### src/rtl/arc_cls_pkg.sv
package arc_cls_pkg;
  typedef enum logic [2:0] {
    ST_NORMAL   = 3'd0,
    ST_CONFIRM  = 3'd1,
    ST_ARC      = 3'd2,
    ST_LOAD_REJ = 3'd3,
    ST_LINE_SW  = 3'd4,
    ST_TRIP     = 3'd5
  } arc_state_e;
endpackage

### src/rtl/hf_persist.sv
// Saturating run-length counter: qualifies a flag after LEN consecutive highs.
module hf_persist #(
  parameter int LEN = 12
) (
  input  logic clk,
  input  logic rst_n,
  input  logic raw,
  output logic qualified
);
  localparam int CW = $clog2(LEN + 1);
  localparam logic [CW-1:0] LIM = CW'(LEN);

  logic [CW-1:0] cnt_q, cnt_d;
  logic          cnt_en;

  assign qualified = (cnt_q == LIM);
  assign cnt_en    = !(raw && qualified);

  always_comb begin
    if (raw) cnt_d = cnt_q + CW'(1);
    else     cnt_d = '0;
  end

  always_ff @(posedge clk or negedge rst_n) begin
    if (!rst_n)      cnt_q <= '0;
    else if (cnt_en) cnt_q <= cnt_d;
  end
endmodule

### src/rtl/dwell_timer.sv
// Counts consecutive cycles of 'run'; 'expire' flags the last one of TICKS.
module dwell_timer #(
  parameter int TICKS = 200
) (
  input  logic clk,
  input  logic rst_n,
  input  logic run,
  output logic expire
);
  localparam int CW = (TICKS > 2) ? $clog2(TICKS) : 1;
  localparam logic [CW-1:0] LAST = CW'(TICKS - 1);

  logic [CW-1:0] cnt_q, cnt_d;
  logic          cnt_en;

  assign expire = run && (cnt_q == LAST);
  assign cnt_en = !expire;

  always_comb begin
    if (run) cnt_d = cnt_q + CW'(1);
    else     cnt_d = '0;
  end

  always_ff @(posedge clk or negedge rst_n) begin
    if (!rst_n)      cnt_q <= '0;
    else if (cnt_en) cnt_q <= cnt_d;
  end
endmodule

### src/rtl/arc_event_classifier.sv
module arc_event_classifier
  import arc_cls_pkg::*;
#(
  parameter int PERSIST_TICKS = 12,
  parameter int DWELL_TICKS   = 200
) (
  input  logic       clk,
  input  logic       rst_n,
  input  logic       hf_flag,
  input  logic       abn_flag,
  input  logic       dead_flag,
  input  logic       trip_clear,
  output logic [2:0] state_code,
  output logic       trip_req
);
  arc_state_e state_q, state_d;
  logic       hf_ok;
  logic       arc_cond;
  logic       dwell_run;
  logic       dwell_done;

  hf_persist #(.LEN(PERSIST_TICKS)) u_persist (
    .clk       (clk),
    .rst_n     (rst_n),
    .raw       (hf_flag),
    .qualified (hf_ok)
  );

  assign arc_cond = hf_ok && abn_flag;

  // One timer serves both timed exits; the two states never overlap.
  assign dwell_run = ((state_q == ST_ARC) && arc_cond) ||
                     ((state_q == ST_LOAD_REJ) && !hf_ok && !abn_flag && !dead_flag);

  dwell_timer #(.TICKS(DWELL_TICKS)) u_dwell (
    .clk    (clk),
    .rst_n  (rst_n),
    .run    (dwell_run),
    .expire (dwell_done)
  );

  always_comb begin
    state_d = state_q;
    unique case (state_q)
      ST_NORMAL: begin
        if (arc_cond)      state_d = ST_CONFIRM;
        else if (abn_flag) state_d = ST_LOAD_REJ;
      end
      ST_CONFIRM: begin
        if (arc_cond) state_d = ST_ARC;
        else          state_d = ST_NORMAL;
      end
      ST_ARC: begin
        if (!arc_cond)       state_d = ST_NORMAL;
        else if (dwell_done) state_d = ST_TRIP;
      end
      ST_LOAD_REJ: begin
        if (hf_ok)                       state_d = ST_CONFIRM;
        else if (!abn_flag && dead_flag) state_d = ST_LINE_SW;
        else if (dwell_done)             state_d = ST_NORMAL;
      end
      ST_LINE_SW: begin
        if (!dead_flag) state_d = ST_NORMAL;
      end
      ST_TRIP: begin
        if (trip_clear) state_d = ST_NORMAL;
      end
      default: state_d = ST_NORMAL;
    endcase
  end

  always_ff @(posedge clk or negedge rst_n) begin
    if (!rst_n) state_q <= ST_NORMAL;
    else        state_q <= state_d;
  end

  assign state_code = state_q;
  assign trip_req   = (state_q == ST_TRIP);
endmodule

### config.mk
export PLATFORM = sky130hd
export DESIGN_NAME = arc_event_classifier
export DESIGN_NICKNAME = d
export VERILOG_FILES = /design/src/rtl/arc_cls_pkg.sv /design/src/rtl/hf_persist.sv /design/src/rtl/dwell_timer.sv /design/src/rtl/arc_event_classifier.sv
export SDC_FILE = /design/constraint.sdc
export NUM_CORES = 1
export LEC_CHECK = 0
export BUFFER_PORTS_ARGS = -buffer_cell sky130_fd_sc_hd__buf_2
export CAP_MARGIN = 20
export CORE_AREA = 2 2 52 54
export DETAILED_ROUTE_END_ITERATION = 10
export DIE_AREA = 0 0 54 56
export PLACE_DENSITY_LB_ADDON = 0.08
export SYNTH_ARGS = -nofsm -noshare
export SYNTH_HDL_FRONTEND = slang
export SYNTH_SLANG_ARGS = --single-unit
### constraint.sdc
create_clock -name clk -period 1.78 [get_ports clk]
set_input_delay 0.356 -clock clk [delete_from_list [all_inputs] [get_ports clk]]
set_output_delay 0.356 -clock clk [all_outputs]
set_load 0.005 [all_outputs]
==> reports/qor.yml, run 1 <==
run_status:
  status: "complete, no violations"
sta:
  finalCritPeriodShare_pct: 91.3
  setup-tns-final_ns: 0
  period_needed_ns: 1.62
  hold_viol: 0
  max_freq_ghz: 0.615
  maxSlewHeadroom_pct: 76.2
  skew_ns: 0.00896
  worst_pin_slew_ns: 0.357
  drv_slew: 0
  fin_hold_ws_ns: 0.319
  setup_violations: 0
  rsz0062_at_grt: "false"
detailed_routing:
  vias: 704
  first_pass_iters: 4
  vias_per_cell: 5.18
  wl_per_cell_um: 13.5
  drt_iter0_drc: 8
  drt_wl_total_um: 1840
  drc: 0
  ant_nets: 0
cts:
  clock_sinks: 15
  cts_root_buf: "clkbuf_4"
  path_clk_slew_ns: 0.11
  cts_setup_buffers: 0
  h-tree-depth: 1
  clock_latency_ns: 0.29
  cts_buffers: 3
  clk_path_buf_depth: 2
  cts_tree: "done"
die:
  num_io_pins: 10
  coreArea_um2: 2430
  rows: 18
  dieArea_um2: 3020
  die_x_um: 54
  dieHeight_um: 56
  start_util_pct: 38.0
logic_synthesis:
  synth_edf_count: 0
  synth.area.top_cells: "dfrtp_1, nor2_1, ha_1"
  synth_nets: 102
  synth_top_cell_area_share_pct: 40.7
  syn_inst: 93
  ys_async_sr_fraction_pct: 100
  ys_seq_area_share_pct: 40.7
  yosysWarnings: 0
  synth_cell_type_count: 33
  synth_most_common_cell: "dfrtp_1"
  synth_area_um2: 923
  synthTopCellsByCount: "dfrtp_1, nor2_1, nand2_1"
  ys_seq_elements: 15
  synth_largest_area_cell: "dfrtp_1"
  ys.flop_type: "dfrtp_1"
  syn_area_per_cell_um2: 9.93
power:
  p_leak_nw: 0.455
  p_per_area_nw_per_um2: 845
  p_switching_w: 0.000302
  p_comb_share_pct: 27.3
  peakVddDrop_uv: 493
  p_sw_share_pct: 34.6
  seqPwrFrac_pct: 48.9
  power_w: 0.000873
  p_int_w: 0.000571
  clkPwrFrac_pct: 23.8
layout:
  area_growth_pct: 11.8
  finalNonFillerCells: 136
  drive_above_1_share_pct: 23.6
  nNetsFinal: 116
  diodes: 0
  post-route-util_pct: 42.4
place:
  gpl.final_weighted_congestion: 0.759
  dp_cells: 131
  dp_hpwl_um: 1360
  port_buffers: 9
global_route:
  grt_pass1_vias: 709
  grt_first_pass_wirelength_um: 3150
  grt_start_max_net_pins: 16
  grt.total_usage_pct: 14.4
  grt.overflow.total: 0
  antenna_found_initial: 0
worst_setup_path:
  cpPeakStageDelay_ns: 0.44
  slowest_stage: "dfrtp_1"
  critPathRequiredTime_ns: 1.96
  crit_family: "simple AND/OR/NAND/NOR gates"
  worst_setup_path_start_kind: "flop"
  ff2ff_setup_slack_ns: 0.16
  path_buf_inv: 1
  crit_chain: "inv_1 > ha_1 > nand3_2 > nor3b_2 > o21bai_4 > nor2_1"
  worst_r2r_startpoint: "u_persist.cnt_q[0]$_DFFE_PN0N_"
  arrival_ns: 1.81
  end_kind: "flop"
  cp_max_fo: 8
  crit_type: "reg2reg"
  crit_start: "u_persist.cnt_q[0]$_DFFE_PN0N_"
min_path:
  min-delay-start: "hf_flag"
  min_path_type: "in2reg"
run:
  cap_violations: 0
-- worst register-to-register path: stages (launching register included) --
cell and delay [ns]:
dfrtp_1 0.44, inv_1 0.08, ha_1 0.23, nand3_2 0.20
nor3b_2 0.23, o21bai_4 0.24, nor2_1 0.09
-- power groups by stage --
stage,sequential [W],combinational (W),clock [W]
after global routing,0.000434,0.000272,0.000238
after floorplan,0.000411,0.000191,0
after CTS,0.000426,0.000241,0.000219
after detailed placement,0.000432,0.000238,0
final,0.000427,0.000238,0.000207
after global placement,0.000435,0.000235,0
-- area by class of cell --
class | instances | area, µm²
Clock inverter | 1 | 5.00
Clock buffer | 3 | 22.5
Timing Repair Buffer | 11 | 62.6
Inverter | 4 | 15.0
Multi-Input combinational cell | 72 | 514
Sequential cell | 15 | 375
Fill cell | 238 | 1400
Tap cell | 30 | 37.5
-- path summary, 6_finish.rpt --
check                                            endpoint  cells past startpoint
setup reg to reg             u_dwell.cnt_q[5]$_DFFE_PN0N_                      6
min in group asynchronous    u_dwell.cnt_q[2]$_DFFE_PN0N_                      2
hold reg to reg              u_dwell.cnt_q[1]$_DFFE_PN0N_                      2
hold / removal             u_persist.cnt_q[2]$_DFFE_PN0N_                      3
setup / recovery             u_dwell.cnt_q[5]$_DFFE_PN0N_                      6
max in group asynchronous       state_code[0]$_DFFE_PN0P_                      2
-- per-layer routing --
metal	vias to the layer above	track usage, %	wire [µm]
li1	362	-	-
met1	334	18.6	922
met2	6	22.3	865
met3	2	5.65	37
met4	0	3.21	13
met5	-	0	0
-- registers in the layout, summed over array words and instances, names as in the netlist --
| register | cells |
|---|---|
| u_dwell.cnt_q | 8 |
| u_persist.cnt_q | 4 |
| state_code | 3 |
-- placed cells by master, fill, tap and decap left out, types with 2 or more instances in the layout --
cell type,n
nand3b_1,2
o22ai_1,3
xor2_1,4
nor3_2,2
a211oi_1,3
nand3_1,3
ha_1,3
and3_1,2
buf_2,9
xnor2_1,3
nand2b_1,3
a21oi_1,5
dfrtp_1,15
nor2_1,11
mux2i_1,2
nand2_1,6
a31oi_1,3
inv_1,4
clkbuf_4,3
o21ai_0,4
-- cells by family (layout without fill, tap and decap cells) --
| kind of cell | count (synthesis) | count (layout) | synth area share (%) |
|---|---|---|---|
| AOI/OAI and AO/OA | 21 | 21 | 15.7 |
| xor gates and xnor gates | 7 | 7 | 6.64 |
| adders and majority gates | 3 | 3 | 4.07 |
| buffers and inverters | 6 | 19 | 3.66 |
| DFF | 15 | 15 | 40.7 |
| muxes | 2 | 2 | 2.17 |
| and+or+nand+nor | 39 | 39 | 27.1 |
-- stage by stage --
step	instance area, µm²	worst slack, ns
after detailed placement	995	0.155
after CTS	1030	0.141
after global placement	995	0.203
after global routing	1030	0.0237
final	1030	0.155
after floorplan	923	0.312
-- repair_timing --
item	CTS	global route
hold buffers	1	0
gates resized for setup	0	0
endpoints found under the hold margin	15	0
Power figures use the tool's default switching activity.
==> inputs of run 2 (changes only) <==
--- a/config.mk
+++ b/config.mk
@@ -10,7 +10,7 @@
 export CORE_AREA = 2 2 52 54
 export DETAILED_ROUTE_END_ITERATION = 10
 export DIE_AREA = 0 0 54 56
-export PLACE_DENSITY_LB_ADDON = 0.08
+export PLACE_DENSITY_LB_ADDON = 0.15
 export SYNTH_ARGS = -nofsm -noshare
 export SYNTH_HDL_FRONTEND = slang
 export SYNTH_SLANG_ARGS = --single-unit
==> reports/qor.yml, run 2 (synthesized netlist as in run 1, its figures left out) <==
die:
  start_util_pct: 38.0  # unchanged
  rows: 18  # unchanged
  die_x_um: 54  # unchanged
  coreArea_um2: 2430  # unchanged
  dieHeight_um: 56  # unchanged
  num_io_pins: 10  # unchanged
  dieArea_um2: 3020  # unchanged
sta:
  maxSlewHeadroom_pct: 77.3  # +1.1 points
  fin_hold_ws_ns: 0.324  # +0.00474 ns
  period_needed_ns: 1.62  # -0.00956 ns
  hold_viol: 0  # unchanged
  setup_violations: 0  # unchanged
  rsz0062_at_grt: "false"
  finalCritPeriodShare_pct: 90.8  # -0.54 points
  worst_pin_slew_ns: 0.340  # -0.0165 ns
  setup-tns-final_ns: 0  # unchanged
  max_freq_ghz: 0.619  # +0.59%
  skew_ns: 0.00725  # -0.00171 ns
  drv_slew: 0  # unchanged
  setup_slack_ns: 0.165  # +0.00956 ns
cts:
  cts_root_buf: "clkbuf_4"
  clock_sinks: 15  # unchanged
  clk_path_buf_depth: 2  # unchanged
  cts_hold_buf: 1  # unchanged
  path_clk_slew_ns: 0.08  # -0.03 ns
  cts_tree: "done"
  clock_latency_ns: 0.28  # about the same
  ctsResizeCount: 0  # unchanged
  h-tree-depth: 1  # unchanged
  cts_buffers: 3  # unchanged
  cts_setup_buffers: 0  # unchanged
run_status:
  status: "complete, no violations"
detailed_routing:
  drt_iter0_drc: 13  # +5
  vias_per_cell: 5.20  # +0.54%
  ant_nets: 0  # unchanged
  drc: 0  # unchanged
  first_pass_iters: 6  # +2
  drt_wl_total_um: 1760  # -4.4%
  vias: 713  # +1.3%
  wl_per_cell_um: 12.8  # -5.1%
layout:
  final_common_cell: "dfrtp_1"
  multiInputGateArea_um2: 514  # unchanged
  drive_above_1_share_pct: 23.4  # -0.22 points
  nNetsFinal: 117  # +0.86%
  regArea_um2: 375  # unchanged
  final_cell_mix: "dfrtp_1, nor2_1, buf_2, nand2_1, a21oi_1"
  largest_reg_flops: 8  # unchanged
  post-route-util_pct: 42.7  # +0.26 points
  num-fill-cells: 246  # +3.4%
  area_growth_pct: 12.5
  largest_register: "u_dwell.cnt_q"
  diodes: 0  # unchanged
power:
  p_sw_share_pct: 33.3  # -1.3 points
  peakVddDrop_uv: 489  # -0.82%
  p_comb_share_pct: 30.6  # +3.3 points
  clkPwrFrac_pct: 22.1  # -1.7 points
  power_w: 0.000878  # +0.59%
  p_per_area_nw_per_um2: 845  # about the same
  p_leak_nw: 0.457  # +0.53%
  seqPwrFrac_pct: 47.3  # -1.6 points
  p_switching_w: 0.000293  # -3.1%
  p_int_w: 0.000585  # +2.6%
global_route:
  gr-usage-met3_pct: 2.42  # -3.2 points
  top_usage_layer: "met2"
  antenna_found_initial: 0  # unchanged
  grt_first_pass_wirelength_um: 3020  # -3.9%
  grt.overflow.total: 0  # unchanged
  grt_pass1_vias: 685  # -3.4%
  grt_use_met2_pct: 20.2  # -2.1 points
  grt_start_max_net_pins: 16  # unchanged
  grt.total_usage_pct: 13.2  # -1.1 points
  gr-usage-met1_pct: 17.9  # -0.67 points
worst_setup_path:
  cp_max_fo: 8  # unchanged
  end_kind: "flop"
  arrival_ns: 1.77  # -0.04 ns
  cpPeakStageDelay_ns: 0.44  # about the same
  critPathRequiredTime_ns: 1.94  # -0.02 ns
  worst_setup_path_start_kind: "flop"
  slowest_stage: "dfrtp_1"
  crit_chain: "inv_1 > ha_1 > nand3_2 > nor3b_2 > o21bai_4 > nor3_2"
  crit_type: "reg2reg"
place:
  gpl.final_weighted_congestion: 0.731  # -3.6%
  pre_cts_ws_ns: 0.173  # +0.0174 ns
  port_buffers: 9  # unchanged
  dp_hpwl_um: 1280  # -5.7%
run:
  cap_violations: 0  # unchanged
min_path:
  min_path_type: "in2reg"
[run 2: changes by cell type in the layout (fill, tap and decap cells not counted), sizes merged]
cell    before  now
clkbuf       3    4
clkinv       1    0
buf         10   11
[run 2: metal layers]
metal	share of wire, %	wire [µm]	vias up
li1	-	-	361
met1	50	873	343
met2	47	834	7
met3	2.0	35	2
met4	0.74	13	0
met5	0	0	-
[run 2: final timing paths]
| path | from | endpoint | slack [ns] | cells past startpoint |
|---|---|---|---|---|
| min reg2reg | u_dwell.cnt_q[1]$_DFFE_PN0N_ | u_dwell.cnt_q[1]$_DFFE_PN0N_ | 0.55 | 2 |
| max | u_persist.cnt_q[0]$_DFFE_PN0N_ | u_dwell.cnt_q[3]$_DFFE_PN0N_ | 0.16 | 6 |
| max in group asynchronous | rst_n | u_persist.cnt_q[0]$_DFFE_PN0N_ | 1.02 | 2 |
| max reg2reg | u_persist.cnt_q[0]$_DFFE_PN0N_ | u_dwell.cnt_q[3]$_DFFE_PN0N_ | 0.16 | 6 |
| min in group asynchronous | rst_n | u_dwell.cnt_q[0]$_DFFE_PN0N_ | 0.50 | 2 |
| min | hf_flag | u_persist.cnt_q[2]$_DFFE_PN0N_ | 0.32 | 3 |
[run 2: cell type report]
cell class              count  share of cell area [%]
clock buffers               4                    2.53
inverters                   4                    1.45
multi-input cells          72                    49.5
flip-flops and latches     15                    36.1
well taps                  30                    3.61
repair buffers             12                    6.75
[run 2: metrics by stage]
| stage | std cells | cell area, µm² |
|---|---|---|
| after detailed placement | 132 | 1000 |
| after floorplan | 93 | 923 |
| after global routing | 137 | 1040 |
| final | 137 | 1040 |
| after CTS | 137 | 1040 |
| after global placement | 132 | 1000 |
[run 2: power by group through the flow]
stage / clock network [W] / logic, W / registers (W)
2_1_floorplan: 0 / 0.000191 / 0.000411
3_3_place_gp: 0 / 0.000264 / 0.000419
3_5_place_dp: 0 / 0.000264 / 0.000420
4_1_cts: 0.000203 / 0.000269 / 0.000415
5_1_grt: 0.000224 / 0.000299 / 0.000419
6_report: 0.000194 / 0.000269 / 0.000415
[run 2: critical path, delay by kind of cell (launching register included)]
| family | cells | cell delay, ns |
|---|---|---|
| adders and majority gates | 1 | 0.23 |
| and+or+nand+nor | 3 | 0.53 |
| DFF | 1 | 0.44 |
| AOI/OAI and AO/OA | 1 | 0.23 |
| buffers and inverters | 1 | 0.08 |
